$ cat config.mk
export PLATFORM = sky130hd
export DESIGN_NAME = dma_chan_regs
export DESIGN_NICKNAME = d
export VERILOG_FILES = /design/src/rtl/dma_regs_pkg.sv /design/src/rtl/dma_addr_decode.sv /design/src/rtl/dma_chan_slice.sv /design/src/rtl/dma_read_mux.sv /design/src/rtl/dma_chan_regs.sv
export SDC_FILE = /design/constraint.sdc
export NUM_CORES = 1
export LEC_CHECK = 0
export ABC_AREA = 1
export BUFFER_PORTS_ARGS = -buffer_cell sky130_fd_sc_hd__clkbuf_2
export CORE_MARGIN = 2
export CORE_UTILIZATION = 65
export DETAILED_ROUTE_END_ITERATION = 10
export GPL_TIMING_DRIVEN = 1
export PLACE_DENSITY = 0.81
export SLEW_MARGIN = 25
export SYNTH_ARGS = -nofsm -noshare
export SYNTH_HDL_FRONTEND = slang
export SYNTH_SLANG_ARGS = --single-unit
$ cat constraint.sdc
create_clock -name clk -period 3.1 [get_ports clk]
set_clock_uncertainty 0.05 [all_clocks]
set_input_delay 0.465 -clock clk [delete_from_list [all_inputs] [get_ports clk]]
set_output_delay 0.465 -clock clk [all_outputs]
set_load 0.01 [all_outputs]
$ cat src/rtl/dma_regs_pkg.sv
package dma_regs_pkg;
   localparam int CH_STRIDE_LOG2 = 5;
   localparam logic CTRL_START   = 1'b1;

   typedef enum logic [2:0] {
      RK_NONE,
      RK_CTRL,
      RK_AVAIL,
      RK_PROC,
      RK_ERR
   } reg_kind_e;

   typedef struct packed {
      logic      hit;
      logic      host;
      reg_kind_e kind;
   } reg_sel_t;

   function automatic reg_kind_e offset_kind(input logic [3:0] off);
      case (off)
         4'h0:    return RK_CTRL;
         4'h2:    return RK_AVAIL;
         4'h4:    return RK_PROC;
         4'h8:    return RK_ERR;
         default: return RK_NONE;
      endcase
   endfunction
endpackage

$ cat src/rtl/dma_addr_decode.sv
module dma_addr_decode
   import dma_regs_pkg::*;
#(
   parameter int NUM_CH    = 8,
   parameter int DST_START = 4,
   parameter int CH_W      = 3,
   parameter int AW        = CH_W + 5
) (
   input  logic [AW-1:0]   addr,
   output logic [CH_W-1:0] ch,
   output reg_sel_t        sel
);
   localparam logic [CH_W:0] NUM_CH_V = (CH_W+1)'(NUM_CH);
   localparam logic [CH_W:0] DST_V    = (CH_W+1)'(DST_START);

   logic      in_range;
   logic      is_dst;
   logic      host_half;
   reg_kind_e kind;

   always_comb begin
      ch        = addr[AW-1:CH_STRIDE_LOG2];
      in_range  = {1'b0, ch} < NUM_CH_V;
      is_dst    = {1'b0, ch} >= DST_V;
      host_half = (addr[CH_STRIDE_LOG2-1] == is_dst);
      kind      = offset_kind(addr[3:0]);
      if (!host_half && (kind == RK_AVAIL || kind == RK_PROC))
         kind = RK_NONE;
      sel.hit  = in_range && (kind != RK_NONE);
      sel.host = host_half;
      sel.kind = kind;
   end
endmodule

$ cat src/rtl/dma_chan_slice.sv
module dma_chan_slice
   import dma_regs_pkg::*;
#(
   parameter int RING_DEPTH = 64
) (
   input  logic        clk,
   input  logic        rst_n,
   input  logic        wr_host_ctrl,
   input  logic        wr_dev_ctrl,
   input  logic        wr_avail,
   input  logic        wr_host_err,
   input  logic        wr_dev_err,
   input  logic [15:0] wr_data,
   input  logic        done,
   output logic [7:0]  host_ctrl,
   output logic [7:0]  dev_ctrl,
   output logic [15:0] avail,
   output logic [15:0] proc,
   output logic [7:0]  host_err,
   output logic [7:0]  dev_err,
   output logic        active
);
   localparam logic [15:0] MASK    = 16'(RING_DEPTH - 1);
   localparam logic [15:0] DEPTH_V = 16'(RING_DEPTH);

   logic        abort;
   logic        can_step;
   logic [15:0] proc_next;

   assign active    = (host_ctrl[0] == CTRL_START) && (dev_ctrl[0] == CTRL_START);
   assign abort     = wr_host_ctrl && (wr_data[0] != CTRL_START);
   assign can_step  = active && done && ((proc & MASK) != (avail & MASK));
   assign proc_next = (proc == DEPTH_V) ? 16'd1 : proc + 16'd1;

   always_ff @(posedge clk) begin
      if (!rst_n) begin
         host_ctrl <= '0;
         dev_ctrl  <= '0;
         host_err  <= '0;
         dev_err   <= '0;
      end else begin
         if (wr_host_ctrl) host_ctrl <= wr_data[7:0];
         if (wr_dev_ctrl)  dev_ctrl  <= wr_data[7:0];
         if (wr_host_err)  host_err  <= wr_data[7:0];
         if (wr_dev_err)   dev_err   <= wr_data[7:0];
      end
   end

   always_ff @(posedge clk) begin
      if (!rst_n || abort) begin
         avail <= '0;
         proc  <= '0;
      end else begin
         if (wr_avail) avail <= wr_data;
         if (can_step) proc  <= proc_next;
      end
   end
endmodule

$ cat src/rtl/dma_read_mux.sv
module dma_read_mux
   import dma_regs_pkg::*;
#(
   parameter int NUM_CH = 8,
   parameter int CH_W   = 3
) (
   input  logic [CH_W-1:0]               ch,
   input  reg_sel_t                      sel,
   input  logic [NUM_CH-1:0][7:0]        host_ctrl,
   input  logic [NUM_CH-1:0][7:0]        dev_ctrl,
   input  logic [NUM_CH-1:0][15:0]       avail,
   input  logic [NUM_CH-1:0][15:0]       proc,
   input  logic [NUM_CH-1:0][7:0]        host_err,
   input  logic [NUM_CH-1:0][7:0]        dev_err,
   output logic [15:0]                   data
);
   always_comb begin
      data = '0;
      if (sel.hit) begin
         case (sel.kind)
            RK_CTRL:  data = {8'h00, sel.host ? host_ctrl[ch] : dev_ctrl[ch]};
            RK_ERR:   data = {8'h00, sel.host ? host_err[ch] : dev_err[ch]};
            RK_AVAIL: data = avail[ch];
            RK_PROC:  data = proc[ch];
            default:  data = '0;
         endcase
      end
   end
endmodule

$ cat src/rtl/dma_chan_regs.sv
module dma_chan_regs
   import dma_regs_pkg::*;
#(
   parameter int NUM_CH     = 8,
   parameter int DST_START  = 4,
   parameter int RING_DEPTH = 64,
   parameter int CH_W       = (NUM_CH > 1) ? $clog2(NUM_CH) : 1,
   parameter int AW         = CH_W + 5
) (
   input  logic              clk,
   input  logic              rst_n,
   input  logic              wr_en,
   input  logic [AW-1:0]     wr_addr,
   input  logic [15:0]       wr_data,
   input  logic              rd_en,
   input  logic [AW-1:0]     rd_addr,
   output logic [15:0]       rd_data,
   input  logic [NUM_CH-1:0] desc_done,
   output logic [NUM_CH-1:0] chan_active
);
   if (NUM_CH < 2 || NUM_CH > 32) begin : g_bad_nch
      $error("NUM_CH must lie in 2..32");
   end
   if (DST_START < 0 || DST_START > NUM_CH) begin : g_bad_dst
      $error("DST_START must lie in 0..NUM_CH");
   end
   if (RING_DEPTH < 2 || RING_DEPTH > 32768 || (RING_DEPTH & (RING_DEPTH - 1)) != 0) begin : g_bad_depth
      $error("RING_DEPTH must be a power of two in 2..32768");
   end

   logic [CH_W-1:0] wr_ch, rd_ch;
   reg_sel_t        wr_sel, rd_sel;
   logic [15:0]     rd_mux;

   logic [NUM_CH-1:0][7:0]  host_ctrl_all, dev_ctrl_all, host_err_all, dev_err_all;
   logic [NUM_CH-1:0][15:0] avail_all, proc_all;

   dma_addr_decode #(.NUM_CH(NUM_CH), .DST_START(DST_START), .CH_W(CH_W), .AW(AW)) u_wr_dec (
      .addr(wr_addr), .ch(wr_ch), .sel(wr_sel)
   );
   dma_addr_decode #(.NUM_CH(NUM_CH), .DST_START(DST_START), .CH_W(CH_W), .AW(AW)) u_rd_dec (
      .addr(rd_addr), .ch(rd_ch), .sel(rd_sel)
   );

   for (genvar c = 0; c < NUM_CH; c++) begin : g_ch
      logic hit_c;
      assign hit_c = wr_en && wr_sel.hit && (wr_ch == CH_W'(c));

      dma_chan_slice #(.RING_DEPTH(RING_DEPTH)) u_slice (
         .clk          (clk),
         .rst_n        (rst_n),
         .wr_host_ctrl (hit_c && wr_sel.host  && wr_sel.kind == RK_CTRL),
         .wr_dev_ctrl  (hit_c && !wr_sel.host && wr_sel.kind == RK_CTRL),
         .wr_avail     (hit_c && wr_sel.host  && wr_sel.kind == RK_AVAIL),
         .wr_host_err  (hit_c && wr_sel.host  && wr_sel.kind == RK_ERR),
         .wr_dev_err   (hit_c && !wr_sel.host && wr_sel.kind == RK_ERR),
         .wr_data      (wr_data),
         .done         (desc_done[c]),
         .host_ctrl    (host_ctrl_all[c]),
         .dev_ctrl     (dev_ctrl_all[c]),
         .avail        (avail_all[c]),
         .proc         (proc_all[c]),
         .host_err     (host_err_all[c]),
         .dev_err      (dev_err_all[c]),
         .active       (chan_active[c])
      );
   end

   dma_read_mux #(.NUM_CH(NUM_CH), .CH_W(CH_W)) u_rmux (
      .ch(rd_ch), .sel(rd_sel),
      .host_ctrl(host_ctrl_all), .dev_ctrl(dev_ctrl_all),
      .avail(avail_all), .proc(proc_all),
      .host_err(host_err_all), .dev_err(dev_err_all),
      .data(rd_mux)
   );

   always_ff @(posedge clk) begin
      if (!rst_n)     rd_data <= '0;
      else if (rd_en) rd_data <= rd_mux;
   end
endmodule

# Word level (Yosys, flattened, before mapping)
# Index checks and enable logic that the tools add are counted.
# totals
register_bits,528
in_bits,44
out_inout_bits,24
wordCells,248
# op_classes
addsub,8
order_cmp,3
eq_ne,42
muxes,28
bitwise_logic,1
n_reduce_logical,117
# ops
op,n
2-to-1 mux 16 bit,11
adder 16 x 1 -> 16 bit (second input constant),8
== test 16 x 7 -> 1 bit (second input constant),8
logical AND 1 bit,99
binary-select mux 16 bit (select 3 bit),2
binary-select mux 8 bit (select 3 bit),4
one-hot mux 16 bit (4 select lines),1
2-to-1 mux 8 bit,6
!= test 6 bit,8
== test 3 x 2 -> 1 bit (second input constant),9
one-hot mux 3 bit (4 select lines),2
== test 3 bit (second input constant),6
logical OR 1 bit,10
== test 3 x 1 -> 1 bit (second input constant),3
== test 4 x 2 -> 1 bit (second input constant),2
== test 4 x 3 -> 1 bit (second input constant),2
== test 4 bit (second input constant),2
logical NOT 4 bit,2
greater-or-equal comparator 3 bit (second input constant),2
2-to-1 mux 3 bit,2
nonzero test 3 bit,2
< comparator 3 x 4 -> 1 bit (second input constant),1
logical NOT 1 bit,3
logical NOT 3 bit,1
other kinds (2),3

# Longest topological paths before layout
# Gate-level depths: netlist of the first run.
# logic_depth
ltp_word,13
depth_mapped,13
mapped_depth_nobuf,11

# Hierarchy
# A second synthesis of the first run with hierarchy kept.
# hier_totals
cells_unflattened,4951
area_unflattened_um2,30798.3
# modules_own_cells
module,instances,cells_per_inst,area_per_inst_um2,seq_area_each_um2
dma_chan_slice,8,426,2962.8,1281.2
dma_read_mux,1,1348,5926.9,0.0
dma_chan_regs,1,145,908.4,320.3
dma_addr_decode,2,25,130.1,0.0

# Worst setup path after synthesis of the first run
# No wires, ideal clock.
# synth_path
path_kind,in2reg
from,input port wr_addr[4]
to,register g_ch[2].u_slice.proc[2]
setup_ns,0.114
arrival_time_ns,1.840
required_time_ns,2.936
path_slack_ns,1.096
stages,11
n_path_buf,3
cell_sequence,buf_6 > xnor2_2 > nand2_1 > nand2_2 > buf_12 > nand3_2 > nor2_2 > nand2_2 > o21ai_4 > buf_6 > nor2_1
# synth_between
elab_chain_len,11
word_cells_on_any_way,12
classes_between,eq/ne (2); mux (1); reduce/logical (9)
# synth_lines
item,line,rtl
"start, declared",dma_chan_regs.sv:13,"input logic [AW-1:0] wr_addr,"
== test 1 bit (*),dma_addr_decode.sv:25,host_half = (addr[CH_STRIDE_LOG2-1] == is_dst);
logical NOT 1 bit,dma_addr_decode.sv:27,if (!host_half && (kind == RK_AVAIL || kind == RK_PROC))
logical AND 1 bit,dma_addr_decode.sv:27,
2-to-1 mux 3 bit,dma_addr_decode.sv:27,
nonzero test 3 bit,dma_addr_decode.sv:29,sel.hit = in_range && (kind != RK_NONE);
logical AND 1 bit (2 in series),dma_chan_regs.sv:47,assign hit_c = wr_en && wr_sel.hit && (wr_ch == CH_W'(c));
logical AND 1 bit,dma_chan_regs.sv:52,".wr_host_ctrl (hit_c && wr_sel.host && wr_sel.kind == RK_CTRL),"
logical AND 1 bit (*),dma_chan_regs.sv:52,
logical AND 1 bit (*),dma_chan_slice.sv:31,assign abort = wr_host_ctrl && (wr_data[0] != CTRL_START);
logical OR 1 bit (*),dma_chan_slice.sv:50,if (!rst_n || abort) begin
"end signal, assigned",dma_chan_slice.sv:55,if (can_step) proc <= proc_next;
"end, declared",dma_chan_slice.sv:18,"output logic [15:0] proc,"
# Mark *: on every way between the ends. The rest lies on a longest branch, timed or not.
# A chain may end at the register's enable or synchronous reset.

# Final worst setup path of the first run
# layout_path
from,register g_ch[1].u_slice.proc[3]
to,register g_ch[1].u_slice.proc[6]
# layout_between
elab_chain_len,2
word_cells_on_any_way,5
classes_between,add/sub (1); eq/ne (2); mux (1); reduce/logical (1)
# layout_lines
item,line,rtl
"start, declared",dma_chan_slice.sv:18,
"start signal, assigned",dma_chan_slice.sv:55,
"adder 16 x 1 -> 16 bit, or another cell as far along",dma_chan_slice.sv:33,assign proc_next = (proc == DEPTH_V) ? 16'd1 : proc + 16'd1;
2-to-1 mux 16 bit / logical AND 1 bit (equally long branches),"dma_chan_slice.sv:33, dma_chan_slice.sv:32",
# Parallel ways exist; a longest one is shown, timed or not.

==> results.py, run 1 <==
metrics = {
    "status": {
        "status": "finished, final reports clean",
    },
    "sta": {
        "post-route-min-period_ps": 2200,
        "holdWs_ps": 212,
        "finalHoldViolations": 0,
        "finalMaxSlewViolations": 0,
        "setup_viol_count_final": 0,
        "slew_headroom_pct": 37.9,
        "fmax_mhz": 455,
        "rsz0062_at_grt": "no",
        "worst_slew_pin_slew_ps": 929,
        "fin_crit_sh_pct": 71.0,
        "setup_tns_ps": 0,
    },
    "synthesis": {
        "yosysUniqueCellTypes": 36,
        "yosys.area_share.adder_pct": 0.691,
        "async_reset_ff_share_pct": 0,
        "synth_simple_gate_area_share_pct": 40.3,
        "avgSynthCellArea_um2": 6.21,
        "synth_top_area_share_pct": 36.5,
        "synth_area_um2": 29000,
        "synth_cells": 4669,
        "synth_area_leader_cell": "dfxtp_1",
        "yosys-top-cells-area": "dfxtp_1 36%, nor2_1 16%, nand2_1 12%",
        "synth_top_family_by_area": "simple AND/OR/NAND/NOR gates",
        "yosysWarnings": 0,
        "yosysSeqAreaShare_pct": 36.5,
        "synth_common_cells": "1,235 x nor2_1, 908 x nand2_1, 528 x dfxtp_1, 382 x o21ai_0, 374 x nand3_1",
        "synth_ff_type": "dfxtp_1",
        "synth_nets": 4729,
        "synth_compound_area_share_pct": 10.0,
        "synth_xor_area_share_pct": 3.26,
        "yosysMostFrequentCell": "nor2_1",
        "synth_edf_count": 0,
        "yosys-mux-area-fraction_pct": 0,
        "synth-seq-cells": 528,
    },
    "route": {
        "drc": 0,
        "vias_per_cell": 5.66,
        "first_pass_iters": 6,
        "routed_wirelength_um": 87900,
        "ant_nets": 0,
        "vias": 29500,
        "wl_per_cell_um": 16.8,
        "drtIter0Drc": 3739,
    },
    "grt": {
        "grt_pass1_wl_um": 140000,
        "antenna_found_initial": 1,
        "grt_max_degree": 144,
        "grt_pass1_vias": 26600,
        "grt.overflow.total": 0,
        "grt.total_usage_pct": 37.0,
    },
    "power": {
        "ir_drop_mv": 0.478,
        "swShare_pct": 25.0,
        "p_comb_share_pct": 6.8,
        "internal-power_mw": 10.8,
        "power_switching_mw": 3.59,
        "power.leakage_nw": 12.2,
        "pwr-share-clk_pct": 45.9,
        "p_per_area_nw_per_um2": 460,
        "seqPwrFrac_pct": 47.3,
    },
    "clock_network": {
        "clk_pin_slew_ps": 60,
        "postCtsHoldBufs": 0,
        "cts_buffers": 54,
        "htreeDepth": 2,
        "cts_tree": "yes",
        "post-cts-setup-buffers": 0,
        "clock-sinks": 528,
        "clkLatencyLatePin_ps": 620,
        "ctsResizeCount": 0,
        "root_buffer": "clkbuf_16",
        "cts_buffer_depth": 3,
    },
    "critical_path": {
        "critPathCaptureType": "flop",
        "path_class": "flop to flop",
        "start_kind": "flop",
        "required_ps": 3560,
        "arrival_ps": 2660,
        "path_max_fanout": 19,
    },
    "finish": {
        "design_area_um2": 31200,
        "syn_to_final_growth_pct": 7.70,
        "multiInputGateArea_um2": 15700,
        "seqCellArea_um2": 10600,
        "final_nets": 4647,
        "final_layout_size_suffix_gt1_share_pct": 5.83,
        "n_fill_cell": 4108,
    },
    "placement": {
        "io_buffers": 67,
        "place_area_um2": 29400,
        "dp_hpwl_um": 58100,
        "gp_congestion": 0.971,
    },
    "floorplan": {
        "die_x_um": 215,
        "core_um2": 44100,
        "start_util_pct": 65.7,
        "rows": 77,
        "die_area_um2": 46300,
        "ios": 68,
        "dieHeight_um": 215,
    },
    "flow_run": {
        "drv_cap": 0,
    },
    "worst_hold_path": {
        "worstHoldPathType": "input pin to flop",
    },
}
## kinds of logic after synthesis
kind of cell / count (synthesis)
AND/OR/NAND/NOR: 2797
flip-flops: 528
XOR/XNOR: 107
AO/OA/AOI/OAI: 567
adder cells (fa/ha/maj): 16
buffers and inverters: 654
## power by group through the flow
stage | clock network (mW) | registers, mW | logic [mW]
detailed placement | 0 | 6.94 | 0.947
global placement | 0 | 6.94 | 0.942
finish | 6.59 | 6.79 | 0.979
CTS | 6.64 | 6.79 | 0.951
floorplan | 0 | 6.94 | 0.609
global route | 6.89 | 6.79 | 1.04
## flip-flops by register name, summed over array words and instances (netlist names)
name                    cells
g_ch.u_slice.host_err      64
rd_data                    16
g_ch.u_slice.avail        128
g_ch.u_slice.dev_err       64
g_ch.u_slice.host_ctrl     64
g_ch.u_slice.proc         128
g_ch.u_slice.dev_ctrl      64
## per-stage QoR
step                total power [mW]  setup slack [ps]  util (%)  instances
detailed placement              7.89               359      66.7       5123
finish                          14.4               900      70.7       5221
floorplan                       7.55              1100         -       4669
CTS                             14.4               898      70.7       5220
global route                    14.7               564      70.7       5221
global placement                7.89               420      66.7       5123
## area by class of cell
cell class,count,area share (%)
clock inverters,21,0.673
diodes,1,0.00802
multi-input cells,3487,50.4
well taps,592,2.37
inverters,394,4.76
flip-flops and latches,528,33.9
repair buffers,122,2.89
clock buffers,76,5.01
## metal layers
metal	wire length (µm)	track usage, %	up-vias
met5	0	0	-
met4	4640	19.5	0
met3	7650	4.43	243
met2	39200	58.6	1326
met1	36500	49.7	13300
li1	-	-	14600
## critical path, stage by stage, from the launching register on
cell,delay [ps]
dfxtp_1,500
inv_1,110
nor2_1,110
nor3_1,60
nand3_1,120
nand2_1,340
inv_1,440
nand3_1,180
nand3_1,130
nor2_1,50
## final timing paths
kind                                        start                                      end  cells past startpoint  slack, ps
max          g_ch[1].u_slice.proc[3]$_SDFFE_PP0P_     g_ch[1].u_slice.proc[6]$_SDFFE_PP0P_                      9        900
min                                         rst_n  g_ch[3].u_slice.dev_err[2]$_SDFFE_PN0P_                      3        210
max reg2reg  g_ch[1].u_slice.proc[3]$_SDFFE_PP0P_     g_ch[1].u_slice.proc[6]$_SDFFE_PP0P_                      9        900
min reg2reg              rd_data[15]$_SDFFE_PN0P_                 rd_data[15]$_SDFFE_PN0P_                      2        420
## cell usage in the layout (no fill, tap or decap), drive strengths merged
master,instances
o22ai,16
o21ai,408
a21boi,1
nand3,378
nand3b,9
buf,57
xnor2,5
dfxtp,528
clkbuf,141
clkinvlp,3
bufinv,3
xor2,102
a21o,1
diode,1
nor2,1257
nand4,39
clkinv,35
nand2,911
nor3,188
inv,374
or2,2
nor4,13
o211ai,1
a21oi,140
ha,16
(Power assumes the default switching activity.)
==> run 2: changes to the inputs <==
--- a/config.mk
+++ b/config.mk
@@ -8,10 +8,10 @@
 export ABC_AREA = 1
 export BUFFER_PORTS_ARGS = -buffer_cell sky130_fd_sc_hd__clkbuf_2
 export CORE_MARGIN = 2
-export CORE_UTILIZATION = 65
+export CORE_UTILIZATION = 57
 export DETAILED_ROUTE_END_ITERATION = 10
 export GPL_TIMING_DRIVEN = 1
-export PLACE_DENSITY = 0.81
+export PLACE_DENSITY = 0.76
 export SLEW_MARGIN = 25
 export SYNTH_ARGS = -nofsm -noshare
 export SYNTH_HDL_FRONTEND = slang
==> constraint.sdc (replaced) <==
create_clock -name clk -period 2.01 [get_ports clk]
set_clock_uncertainty 0.05 [all_clocks]
set_input_delay 0.3015 -clock clk [delete_from_list [all_inputs] [get_ports clk]]
set_output_delay 0.3015 -clock clk [all_outputs]
set_load 0.01 [all_outputs]
==> results.py, run 2 (synthesized netlist as in run 1, its figures left out) <==
metrics = {
    "sta": {
        "fin_crit_sh_pct": 90.7,
        "finalHoldViolations": 0,
        "finalMaxSlewViolations": 0,
        "worst_slew_pin_slew_ps": 611,
        "fmax_mhz": 549,
        "holdWs_ps": 96.9,
        "rsz0062_at_grt": "no",
        "slew_headroom_pct": 59.3,
        "setup_viol_count_final": 0,
        "setup_ws_ps": 188,
        "post-route-min-period_ps": 1820,
    },
    "floorplan": {
        "core_um2": 50200,
        "start_util_pct": 57.8,
        "rows": 82,
        "die_area_um2": 52700,
        "ios": 68,
        "die_x_um": 229,
        "dieHeight_um": 229,
    },
    "finish": {
        "reg_top3": "g_ch.u_slice.avail: 128 flops, g_ch.u_slice.proc: 128 flops",
        "syn_to_final_growth_pct": 14.3,
        "layout_commonest_cell": "nor2_1",
        "final_nets": 4811,
        "final_layout_size_suffix_gt1_share_pct": 9.07,
        "n_fill_cell": 4649,
        "final_cell_mix": "1,235 x nor2_1, 908 x nand2_1, 528 x dfxtp_1",
        "multiInputGateArea_um2": 15700,
        "design_area_um2": 33100,
        "seqCellArea_um2": 10600,
        "final_util_pct": 66.0,
    },
    "route": {
        "vias_per_cell": 5.50,
        "drtIter0Drc": 3038,
        "vias": 30100,
        "ant_nets": 0,
        "wl_per_cell_um": 16.8,
        "first_pass_iters": 6,
        "routed_wirelength_um": 91900,
        "drc": 0,
    },
    "critical_path": {
        "worst-path-buf-inv": 2,
        "path_class": "flop to output pin",
        "required_ps": 1660,
        "slowest_stage": "dfxtp_1",
        "path_max_fanout": 3,
        "start_kind": "flop",
        "critPathMaxStageDelay_ps": 380,
        "arrival_ps": 1470,
        "cp_cell_sequence": "nand2_1 > inv_1 > clkbuf_2",
        "critical_path.top_delay_family": "flip-flops",
        "critPathCaptureType": "output pin",
    },
    "grt": {
        "grt.total_usage_pct": 34.2,
        "grt.overflow.total": 0,
        "grt_pass1_wl_um": 145000,
        "grt_max_degree": 60,
        "grt_pass1_vias": 27000,
        "antenna_found_initial": 3,
    },
    "power": {
        "ir_drop_mv": 0.617,
        "internal-power_mw": 17.3,
        "swShare_pct": 25.0,
        "p_comb_share_pct": 7.5,
        "p_per_area_nw_per_um2": 697,
        "seqPwrFrac_pct": 45.4,
        "p_total_mw": 23.1,
        "power.leakage_nw": 13.2,
        "power_switching_mw": 5.78,
        "pwr-share-clk_pct": 47.1,
    },
    "placement": {
        "place_area_um2": 31200,
        "dp_hpwl_um": 63900,
        "pre_cts_ws_ps": -130,
        "gp_congestion": 0.989,
        "io_buffers": 67,
    },
    "worst_hold_path": {
        "worstHoldPathType": "input pin to flop",
    },
    "clock_network": {
        "root_buffer": "clkbuf_16",
        "cts_buffers": 57,
        "htreeDepth": 2,
        "clkLatencyLatePin_ps": 650,
        "cts_buffer_depth": 3,
        "clock-sinks": 528,
        "cts_tree": "yes",
        "ctsResizeCount": 0,
        "clk_pin_slew_ps": 60,
    },
    "flow_run": {
        "drv_cap": 0,
    },
    "status": {
        "status": "finished, final reports clean",
    },
}
run 2: cell count changes in the layout (fill, tap and decap cells not counted), sizes merged:
cell         before  now
inv             374  376
clkbuf          141  152
bufinv            3    4
dlygate4sd3       0    1
clkinv           35   30
buf              57  217
run 2: metal layers:
layer / wire length [µm] / vias to the layer above / GRT usage [%]
li1: - / 15000 / -
met1: 38500 / 13600 / 46.1
met2: 40700 / 1309 / 53.5
met3: 8140 / 232 / 5.60
met4: 4480 / 4 / 16.1
met5: 31 / - / 0
run 2: cell type report:
cell class	instances	area share [%]
diodes	1	0.00756
clock buffers	87	5.13
clock inverters	19	0.703
inverters	394	4.49
multi-input cells	3487	47.5
flip-flops and latches	528	31.9
well taps	672	2.54
repair buffers	283	7.71
run 2: final timing paths:
kind	depth (start not counted)	slack, ps	to	start
setup / recovery	3	190	chan_active[2]	g_ch[2].u_slice.host_ctrl[0]$_SDFFE_PN0P_
hold / removal	3	100	g_ch[2].u_slice.host_err[3]$_SDFFE_PN0P_	wr_data[3]
setup reg to reg	8	190	g_ch[1].u_slice.proc[6]$_SDFFE_PP0P_	g_ch[1].u_slice.proc[4]$_SDFFE_PP0P_
hold reg to reg	2	420	rd_data[12]$_SDFFE_PN0P_	rd_data[12]$_SDFFE_PN0P_
run 2: tightest hold or removal path: cells and delay by family:
kind                   cells  cell delay, ps
and+or+nand+nor            2             210
buffers and inverters      1             230
run 2: power groups by stage:
stage / combinational (mW) / sequential [mW] / clock [mW]
finish: 1.74 / 10.5 / 10.9
global route: 1.84 / 10.5 / 11.4
CTS: 1.70 / 10.5 / 10.9
detailed placement: 1.69 / 10.7 / 0
global placement: 1.69 / 10.7 / 0
floorplan: 0.940 / 10.7 / 0
run 2: stage by stage:
step	instances	setup TNS, ps
after floorplan	4669	0
after global placement	5363	-3570
after detailed placement	5363	-8250
after CTS	5470	0
after global routing	5470	0
final	5471	0
run 2: repair_timing:
action	4_1_cts	5_1_grt
hold buffers	1	0
hold endpoints to repair	15	0
buffers inserted	0	0
